File: src/rtl/acc_cpu_pkg.sv
package acc_cpu_pkg;

    localparam int unsigned OPC_LOAD  = 1;
    localparam int unsigned OPC_ADD   = 2;
    localparam int unsigned OPC_STORE = 3;
    localparam int unsigned OPC_END   = 4;

    typedef enum logic [3:0] {
        ST_FETCH_ADDR,
        ST_FETCH_WAIT,
        ST_FETCH_DATA,
        ST_FETCH_IR,
        ST_FETCH_INC,
        ST_EXEC_ADDR,
        ST_EXEC_WAIT,
        ST_EXEC_DATA,
        ST_LOAD_ACC,
        ST_ADD_ACC,
        ST_STORE_DATA,
        ST_STORE_WRITE,
        ST_IRQ_CHECK,
        ST_STOPPED,
        ST_ABENDED
    } seq_state_e;

    typedef struct packed {
        logic mar_from_pc;
        logic mar_from_ir;
        logic mdr_from_mem;
        logic mdr_from_acc;
        logic ir_from_mdr;
        logic pc_inc;
        logic acc_from_mdr;
        logic acc_from_sum;
    } dp_ctrl_t;

endpackage

File: src/rtl/acc_cpu_alu.sv
module acc_cpu_alu #(
    parameter int W = 16
) (
    input  logic [W-1:0] a,
    input  logic [W-1:0] b,
    output logic [W-1:0] sum,
    output logic         ovf
);
    always_comb begin
        sum = a + b;
        ovf = (a[W-1] == b[W-1]) && (sum[W-1] != a[W-1]);
    end
endmodule

File: src/rtl/acc_cpu_seq.sv
module acc_cpu_seq
    import acc_cpu_pkg::*;
#(
    parameter int OP_W = 8
) (
    input  logic            clk,
    input  logic            rst,
    input  logic [OP_W-1:0] op,
    input  logic            ovf,
    output seq_state_e      state,
    output dp_ctrl_t        ctrl,
    output logic            mem_we,
    output logic            halted,
    output logic            abend
);
    localparam logic [OP_W-1:0] OP_LOAD  = OP_W'(OPC_LOAD);
    localparam logic [OP_W-1:0] OP_ADD   = OP_W'(OPC_ADD);
    localparam logic [OP_W-1:0] OP_STORE = OP_W'(OPC_STORE);
    localparam logic [OP_W-1:0] OP_END   = OP_W'(OPC_END);

    seq_state_e state_q, state_d;

    always_ff @(posedge clk) begin
        if (rst) state_q <= ST_FETCH_ADDR;
        else     state_q <= state_d;
    end

    always_comb begin
        state_d = state_q;
        unique case (state_q)
            ST_FETCH_ADDR:  state_d = ST_FETCH_WAIT;
            ST_FETCH_WAIT:  state_d = ST_FETCH_DATA;
            ST_FETCH_DATA:  state_d = ST_FETCH_IR;
            ST_FETCH_IR:    state_d = ST_FETCH_INC;
            ST_FETCH_INC: begin
                if (op == OP_LOAD || op == OP_ADD || op == OP_STORE)
                    state_d = ST_EXEC_ADDR;
                else if (op == OP_END)
                    state_d = ST_STOPPED;
                else
                    state_d = ST_IRQ_CHECK;
            end
            ST_EXEC_ADDR:   state_d = (op == OP_STORE) ? ST_STORE_DATA : ST_EXEC_WAIT;
            ST_EXEC_WAIT:   state_d = ST_EXEC_DATA;
            ST_EXEC_DATA:   state_d = (op == OP_ADD) ? ST_ADD_ACC : ST_LOAD_ACC;
            ST_LOAD_ACC:    state_d = ST_IRQ_CHECK;
            ST_ADD_ACC:     state_d = ST_IRQ_CHECK;
            ST_STORE_DATA:  state_d = ST_STORE_WRITE;
            ST_STORE_WRITE: state_d = ST_IRQ_CHECK;
            ST_IRQ_CHECK:   state_d = ovf ? ST_ABENDED : ST_FETCH_ADDR;
            ST_STOPPED:     state_d = ST_STOPPED;
            ST_ABENDED:     state_d = ST_ABENDED;
            default:        state_d = ST_FETCH_ADDR;
        endcase
    end

    always_comb begin
        ctrl   = '0;
        mem_we = 1'b0;
        halted = 1'b0;
        abend  = 1'b0;
        unique case (state_q)
            ST_FETCH_ADDR:  ctrl.mar_from_pc  = 1'b1;
            ST_FETCH_DATA:  ctrl.mdr_from_mem = 1'b1;
            ST_FETCH_IR:    ctrl.ir_from_mdr  = 1'b1;
            ST_FETCH_INC:   ctrl.pc_inc       = 1'b1;
            ST_EXEC_ADDR:   ctrl.mar_from_ir  = 1'b1;
            ST_EXEC_DATA:   ctrl.mdr_from_mem = 1'b1;
            ST_LOAD_ACC:    ctrl.acc_from_mdr = 1'b1;
            ST_ADD_ACC:     ctrl.acc_from_sum = 1'b1;
            ST_STORE_DATA:  ctrl.mdr_from_acc = 1'b1;
            ST_STORE_WRITE: mem_we            = 1'b1;
            ST_STOPPED:     halted            = 1'b1;
            ST_ABENDED: begin
                halted = 1'b1;
                abend  = 1'b1;
            end
            default: ;
        endcase
    end

    assign state = state_q;
endmodule

File: src/rtl/acc_cpu_dp.sv
module acc_cpu_dp
    import acc_cpu_pkg::*;
#(
    parameter int OP_W  = 8,
    parameter int ADR_W = 8
) (
    input  logic                    clk,
    input  logic                    rst,
    input  dp_ctrl_t                ctrl,
    input  logic [OP_W+ADR_W-1:0]   mem_rdata,
    output logic [ADR_W-1:0]        mem_addr,
    output logic [OP_W+ADR_W-1:0]   mem_wdata,
    output logic [OP_W-1:0]         op,
    output logic [ADR_W-1:0]        pc,
    output logic                    ovf
);
    localparam int W = OP_W + ADR_W;

    logic [ADR_W-1:0] pc_q, mar_q;
    logic [W-1:0]     mdr_q, ir_q, acc_q, sum_w;
    logic             ovf_q, add_ovf_w;

    acc_cpu_alu #(.W(W)) u_alu (
        .a   (acc_q),
        .b   (mdr_q),
        .sum (sum_w),
        .ovf (add_ovf_w)
    );

    always_ff @(posedge clk) begin
        if (rst) begin
            pc_q  <= '0;
            mar_q <= '0;
            mdr_q <= '0;
            ir_q  <= '0;
            acc_q <= '0;
            ovf_q <= 1'b0;
        end else begin
            if (ctrl.mar_from_pc)  mar_q <= pc_q;
            if (ctrl.mar_from_ir)  mar_q <= ir_q[ADR_W-1:0];
            if (ctrl.mdr_from_mem) mdr_q <= mem_rdata;
            if (ctrl.mdr_from_acc) mdr_q <= acc_q;
            if (ctrl.ir_from_mdr)  ir_q  <= mdr_q;
            if (ctrl.pc_inc)       pc_q  <= pc_q + ADR_W'(1);
            if (ctrl.acc_from_mdr) acc_q <= mdr_q;
            if (ctrl.acc_from_sum) begin
                acc_q <= sum_w;
                if (add_ovf_w) ovf_q <= 1'b1;
            end
        end
    end

    assign mem_addr  = mar_q;
    assign mem_wdata = mdr_q;
    assign op        = ir_q[W-1 -: OP_W];
    assign pc        = pc_q;
    assign ovf       = ovf_q;
endmodule

File: src/rtl/acc_cpu.sv
module acc_cpu
    import acc_cpu_pkg::*;
#(
    parameter int OP_W  = 8,
    parameter int ADR_W = 8
) (
    input  logic                  clk,
    input  logic                  rst,
    output logic [ADR_W-1:0]      mem_addr,
    output logic [OP_W+ADR_W-1:0] mem_wdata,
    output logic                  mem_we,
    input  logic [OP_W+ADR_W-1:0] mem_rdata,
    output logic                  halted,
    output logic                  abend
);
    seq_state_e       state_w;
    dp_ctrl_t         ctrl_w;
    logic [OP_W-1:0]  op_w;
    logic [ADR_W-1:0] pc_w;
    logic             ovf_w;

    acc_cpu_seq #(.OP_W(OP_W)) u_seq (
        .clk    (clk),
        .rst    (rst),
        .op     (op_w),
        .ovf    (ovf_w),
        .state  (state_w),
        .ctrl   (ctrl_w),
        .mem_we (mem_we),
        .halted (halted),
        .abend  (abend)
    );

    acc_cpu_dp #(.OP_W(OP_W), .ADR_W(ADR_W)) u_dp (
        .clk       (clk),
        .rst       (rst),
        .ctrl      (ctrl_w),
        .mem_rdata (mem_rdata),
        .mem_addr  (mem_addr),
        .mem_wdata (mem_wdata),
        .op        (op_w),
        .pc        (pc_w),
        .ovf       (ovf_w)
    );
endmodule

File: config.mk
export PLATFORM = sky130hd
export DESIGN_NAME = acc_cpu
export DESIGN_NICKNAME = d
export VERILOG_FILES = /design/src/rtl/acc_cpu_pkg.sv /design/src/rtl/acc_cpu_alu.sv /design/src/rtl/acc_cpu_seq.sv /design/src/rtl/acc_cpu_dp.sv /design/src/rtl/acc_cpu.sv
export SDC_FILE = /design/constraint.sdc
export NUM_CORES = 1
export LEC_CHECK = 0
export BUFFER_PORTS_ARGS = -buffer_cell sky130_fd_sc_hd__clkbuf_2
export CORE_ASPECT_RATIO = 1.1
export CORE_MARGIN = 5
export CORE_UTILIZATION = 50
export DETAILED_ROUTE_END_ITERATION = 10
export GPL_ROUTABILITY_DRIVEN = 0
export MAX_ROUTING_LAYER = met4
export PLACE_DENSITY = 0.81
export SLEW_MARGIN = 30
export SYNTH_ARGS = -nofsm -noshare
export SYNTH_HDL_FRONTEND = slang
export SYNTH_SLANG_ARGS = --single-unit
export TNS_END_PERCENT = 10
File: constraint.sdc
create_clock -name clk -period 5.6 [get_ports clk]
set_input_delay 1.4 -clock clk [delete_from_list [all_inputs] [get_ports clk]]
set_output_delay 1.4 -clock clk [all_outputs]
set_load 0.005 [all_outputs]
== Word-level counts from Yosys, hierarchy flattened ==
Index checks and enable logic that the tools add are counted.
Word-level totals
  RAM bits: 0
  memories: 0
  ROM bits: 0
  output and inout bits: 27
  bits in registers: 69
  bits in latches: 0
  logic and storage cells: 63
  bits of input ports: 18
Operators by class
  muxes and demuxes: 23
  reductions and logical operators: 11
  equal/unequal tests: 20
  $mul: 0
  shifts and indexed selects: 0
  magnitude comparators: 0
  divide/modulo/power cells: 0
  bitwise operators: 0
  add/subtract/negate cells: 2
Operator list (count)
  16-bit 2-to-1 mux: 4
  4-bit one-hot mux with 13 select lines: 1
  4-bit equality test, second input constant: 7
  16-bit adder: 1
  4-bit by 3-bit equality test with 1-bit output, second input constant: 4
  8-bit by 2-bit equality test with 1-bit output, second input constant: 2
  8-bit 2-to-1 mux: 2
  1-bit 2-to-1 mux: 13
  4-bit 2-to-1 mux: 3
  8-bit by 1-bit adder with 8-bit output, second input constant: 1
  4-bit by 2-bit equality test with 1-bit output, second input constant: 2
  8-bit by 1-bit equality test with 1-bit output, second input constant: 1
  8-bit by 3-bit equality test with 1-bit output, second input constant: 1
  2-bit nonzero test: 3
  4-bit by 1-bit equality test with 1-bit output, second input constant: 1
  4-bit zero test: 1
  2-bit OR reduction: 2
  3-bit OR reduction: 1
  1-bit logical OR: 2
  2-bit AND reduction: 1
  1-bit equality test: 1
  1-bit logical AND: 1
  1-bit inequality test: 1

== Depth between registers and ports, before layout ==
  word-level depth: 5
  mapped depth: 10
  depth with buffers taken out: 10

== By module ==
Synthesis repeated with hierarchy kept, for this count alone.
Unflattened totals
  cells, all modules: 442
  area total of the unflattened synthesis: 4063.9 um2
Modules (own cells, without submodules)
  acc_cpu_dp: seq. area each 1301.2 um2, cells an instance 274, area an instance 2870.3 um2, instances 1
  acc_cpu_alu: seq. area each 0.0 um2, cells an instance 108, area an instance 794.5 um2, instances 1
  acc_cpu_seq: seq. area each 80.1 um2, cells an instance 60, area an instance 399.1 um2, instances 1

== Worst setup path before layout ==
No wires, ideal clock.
  kind: register -> output
  start: register u_seq.state_q[3], in the netlist u_seq.state[3]
  end: output halted
  buffers on the path: 1
  setup slack: 3.203 ns
  cell stages (with the launch flop): 4
  arrival time: 0.997 ns
  data required time: 4.200 ns
  path through: dfxtp_1 > clkbuf_1 > nand2_1 > a21oi_1
Between the ends
  word-level cells in the longest chain between the ends: 3
  elaborated cells on any way between the ends: 4
  classes of those cells: 2 x eq/ne; 1 x mux; 1 x reduce/logical
RTL lines
  start: declaration: RTL line acc_cpu_seq.sv:21  | seq_state_e state_q, state_d;
  start signal: assignment: RTL line acc_cpu_seq.sv:25  | else state_q <= state_d;
  4-bit equality test: RTL line acc_cpu_seq.sv:62  | unique case (state_q)
  2-bit OR reduction (no source line) (*)
  1-bit 2-to-1 mux (*): RTL line acc_cpu_seq.sv:62
  end: declaration: RTL line acc_cpu.sv:13  | output logic halted,
Mark *: on every way between the ends. The rest lies on a longest branch, timed or not.

== Worst setup path after layout ==
  start: register u_seq.state_q[0], in the netlist u_seq.state[0]
  end: output halted
The elaborated chain is that of the path after synthesis.

==> run_results.csv <==
group,metric,value,unit
routing,drt_pass1_iterations,5,
synthesis,synth-main-ff-cell,"dfxtp_1",
clock_tree,cts_made_buffers,9,
sta,post-route-min-period,3157,ps
sta,max_freq,0.3168,GHz
hold_path,hp-class,"reg -> reg",
critical_path,worst-setup-path-type,"reg -> out",
sta,final_max_slew_viol_count,0,
synthesis,yosysWarnings,0,
cells_and_area,area_growth,12.17,%
critical_path,r2r-start,"u_seq.state[0]",
global_routing,overflow,0,
critical_path,required,4200,ps
routing,vias_per_cell,6.077,
routing,drt-initial-drc-count,297,
routing,num_vias,3476,
cells_and_area,drive_above_1_share,14.85,%
job,drv_cap,0,
global_routing,grt_pass1_wl,15440,um
critical_path,r2r-end,"u_dp.mem_addr[3]",
hold_path,min_to,"u_dp.ir_q[12]",
sta,setup_viol,0,
floorplan,coreArea,7391,um2
synthesis,syn_avg_cell_area,8.386,um2
sta,hold_viol_final,0,
clock_tree,cts_setup_buffers,0,
placed_design,port-buffer-count,44,
clock_tree,clock_latency,350,ps
synthesis,syn_area,3774,um2
cells_and_area,design_area,4233,um2
routing,wire_per_inst,15.81,um
floorplan,die_h,101.1,um
cells_and_area,n_antenna_cell,0,
critical_path,critPathArrivalTime,1760,ps
global_routing,grt_usage,20.95,%
critical_path,critPathMaxFanout,16,
clock_tree,numClockSinks,69,
critical_path,startpoint,"u_seq.state[0]",
clock_tree,ctsHoldBuffers,0,
sta,tns,0,ps
power_and_ir_drop,ir_drop,0.1563,mV
global_routing,antenna_found_initial,0,
outcome,status,"complete, no violations",
clock_tree,ctsLongestPathBuffers,2,
synthesis,ys_ff_latch,69,
synthesis,synth_area_leaders,"dfxtp_1 (37%), mux2i_1 (8.0%), a211oi_1 (6.0%)",
floorplan,die_area,9387,um2
floorplan,ioPinCount,45,
floorplan,rows,33,
critical_path,reg2reg_depth,5,
sta,fin_worst_skew,9.527,ps
critical_path,r2r_slack,2930,ps
global_routing,grt_start_max_net_pins,54,
clock_tree,cts_resized,0,
synthesis,synth_cells,450,
hold_path,worstHoldStart,"u_dp.ir_q[12]",
clock_tree,cts_tree,"built",
sta,timing.slew.headroom,43.62,%
clock_tree,root_buffer,"clkbuf_8",
sta,rsz0062_at_grt,"false",
clock_tree,htreeDepth,3,
synthesis,synthArstFlopShare,0,%
synthesis,ys_seq_area_share,36.60,%
routing,wirelength,9041,um
sta,tightest_slew,842.5,ps
power_and_ir_drop,p_leak,1.667,nW
synthesis,netlist.area_leader.share,36.60,%
floorplan,die_x,92.83,um
global_routing,grt_pass1_vias,3416,
placed_design,hpwl,6378,um
critical_path,critPathLaunchType,"flip-flop",
synthesis,yosys.cell_count.top_type,"dfxtp_1",
routing,drt_drc_violations_left,0,
critical_path,cp-end-kind,"output port",
synthesis,yosysUniqueCellTypes,57,
floorplan,initial_core_util,51.06,%
placed_design,placed_cell_area,4019,um2
synthesis,synth_edf_count,0,
synthesis,synth_top_area_cell,"dfxtp_1",
cells_and_area,final_nets,516,
sta,period_share,56.37,%
hold_path,hold_depth,2,
synthesis,synthTopCellsByCount,"dfxtp_1 (69), nor2_1 (59), nand2_1 (50)",
routing,antenna_left,0,
power_and_ir_drop,powerDensity,299.8,nW/um2
clock_tree,clk_pin_slew,70,ps
synthesis,syn-num-nets,485,
## layout make-up
class / count / area, um2
Clock inverter: 6 / 88.84
Clock buffer: 9 / 123.9
Sequential cell: 69 / 1381
Inverter: 6 / 22.52
Timing Repair Buffer: 46 / 235.2
Multi-Input combinational cell: 349 / 2272
Tap cell: 87 / 108.9
Fill cell: 648 / 3158
## metal layers
metal  part of all wire, %  global-route usage (%)
met4                   1.7                   8.568
met5                     0                       -
met1                    44                   25.12
met3                   4.1                   2.838
met2                    50                   35.46
## registers in the layout (all words and copies together), names as in the netlist
name	count
u_dp.pc	8
u_seq.state	4
u_dp.ovf	1
u_dp.acc_q	16
u_dp.mem_addr	8
u_dp.ir_q	16
u_dp.mem_wdata	16
## cells by family after synthesis
| family | count (synthesis) | share of synthesized area [%] |
|---|---|---|
| buf+inv | 32 | 3.349 |
| mux | 30 | 7.958 |
| flops | 69 | 36.60 |
| compound gates | 120 | 21.88 |
| fa+ha+maj | 17 | 5.836 |
| simple gates | 169 | 21.35 |
| xor+xnor | 13 | 3.017 |
## cells in the final DEF (no fill, tap or decap), types with 4 or more instances in the layout
master and instances:
o21a_1 5, xor2_1 10, dfxtp_1 69, or3_1 5, nor3_1 14, a221oi_1 5, nor2b_1 4, a21oi_1 31
and2_1 4, nor2_1 59, a22oi_1 6, o211ai_1 5, a211oi_1 30, ha_1 16, a21o_1 8, clkbuf_8 9
nand2b_1 4, clkbuf_2 44, inv_1 6, nand2_1 50, o21ai_0 13, mux2i_1 30, or4_1 4, nand3_1 4
## through the flow
step / power (mW) / setup WS (ps) / utilization [%] / cells / hold WS, ps
2_1_floorplan: 0.7555 / 3203 / - / 450 / 430.8
3_3_place_gp: 0.8212 / 2962 / 54.31 / 557 / 442.4
3_5_place_dp: 0.8330 / 2862 / 54.38 / 557 / 444.8
4_1_cts: 1.273 / 2471 / 57.25 / 572 / 454.3
5_1_grt: 1.328 / 2337 / 57.27 / 572 / 478.7
6_report: 1.269 / 2443 / 57.27 / 572 / 452.8
## power breakdown
group | total [mW] | internal [mW] | leakage [nW] | switching (mW)
Combinational | 0.237 | 0.101 | 1.01 | 0.136
Sequential | 0.585 | 0.524 | 0.559 | 0.0614
Clock | 0.446 | 0.248 | 0.101 | 0.198
## worst max path at each step
stage	slack, ps	to
2_1_floorplan	3200	halted
3_3_place_gp	2960	halted
3_5_place_dp	2860	halted
4_1_cts	2470	halted
5_1_grt	2340	halted
6_report	2440	halted
## worst max-delay path, cell delays in order (launching register included)
cell and delay [ps]:
dfxtp_1 720, inv_1 250, nand2_1 220, a21oi_1 90, clkbuf_2 120
No activity file was read; power rests on OpenSTA's default activity.
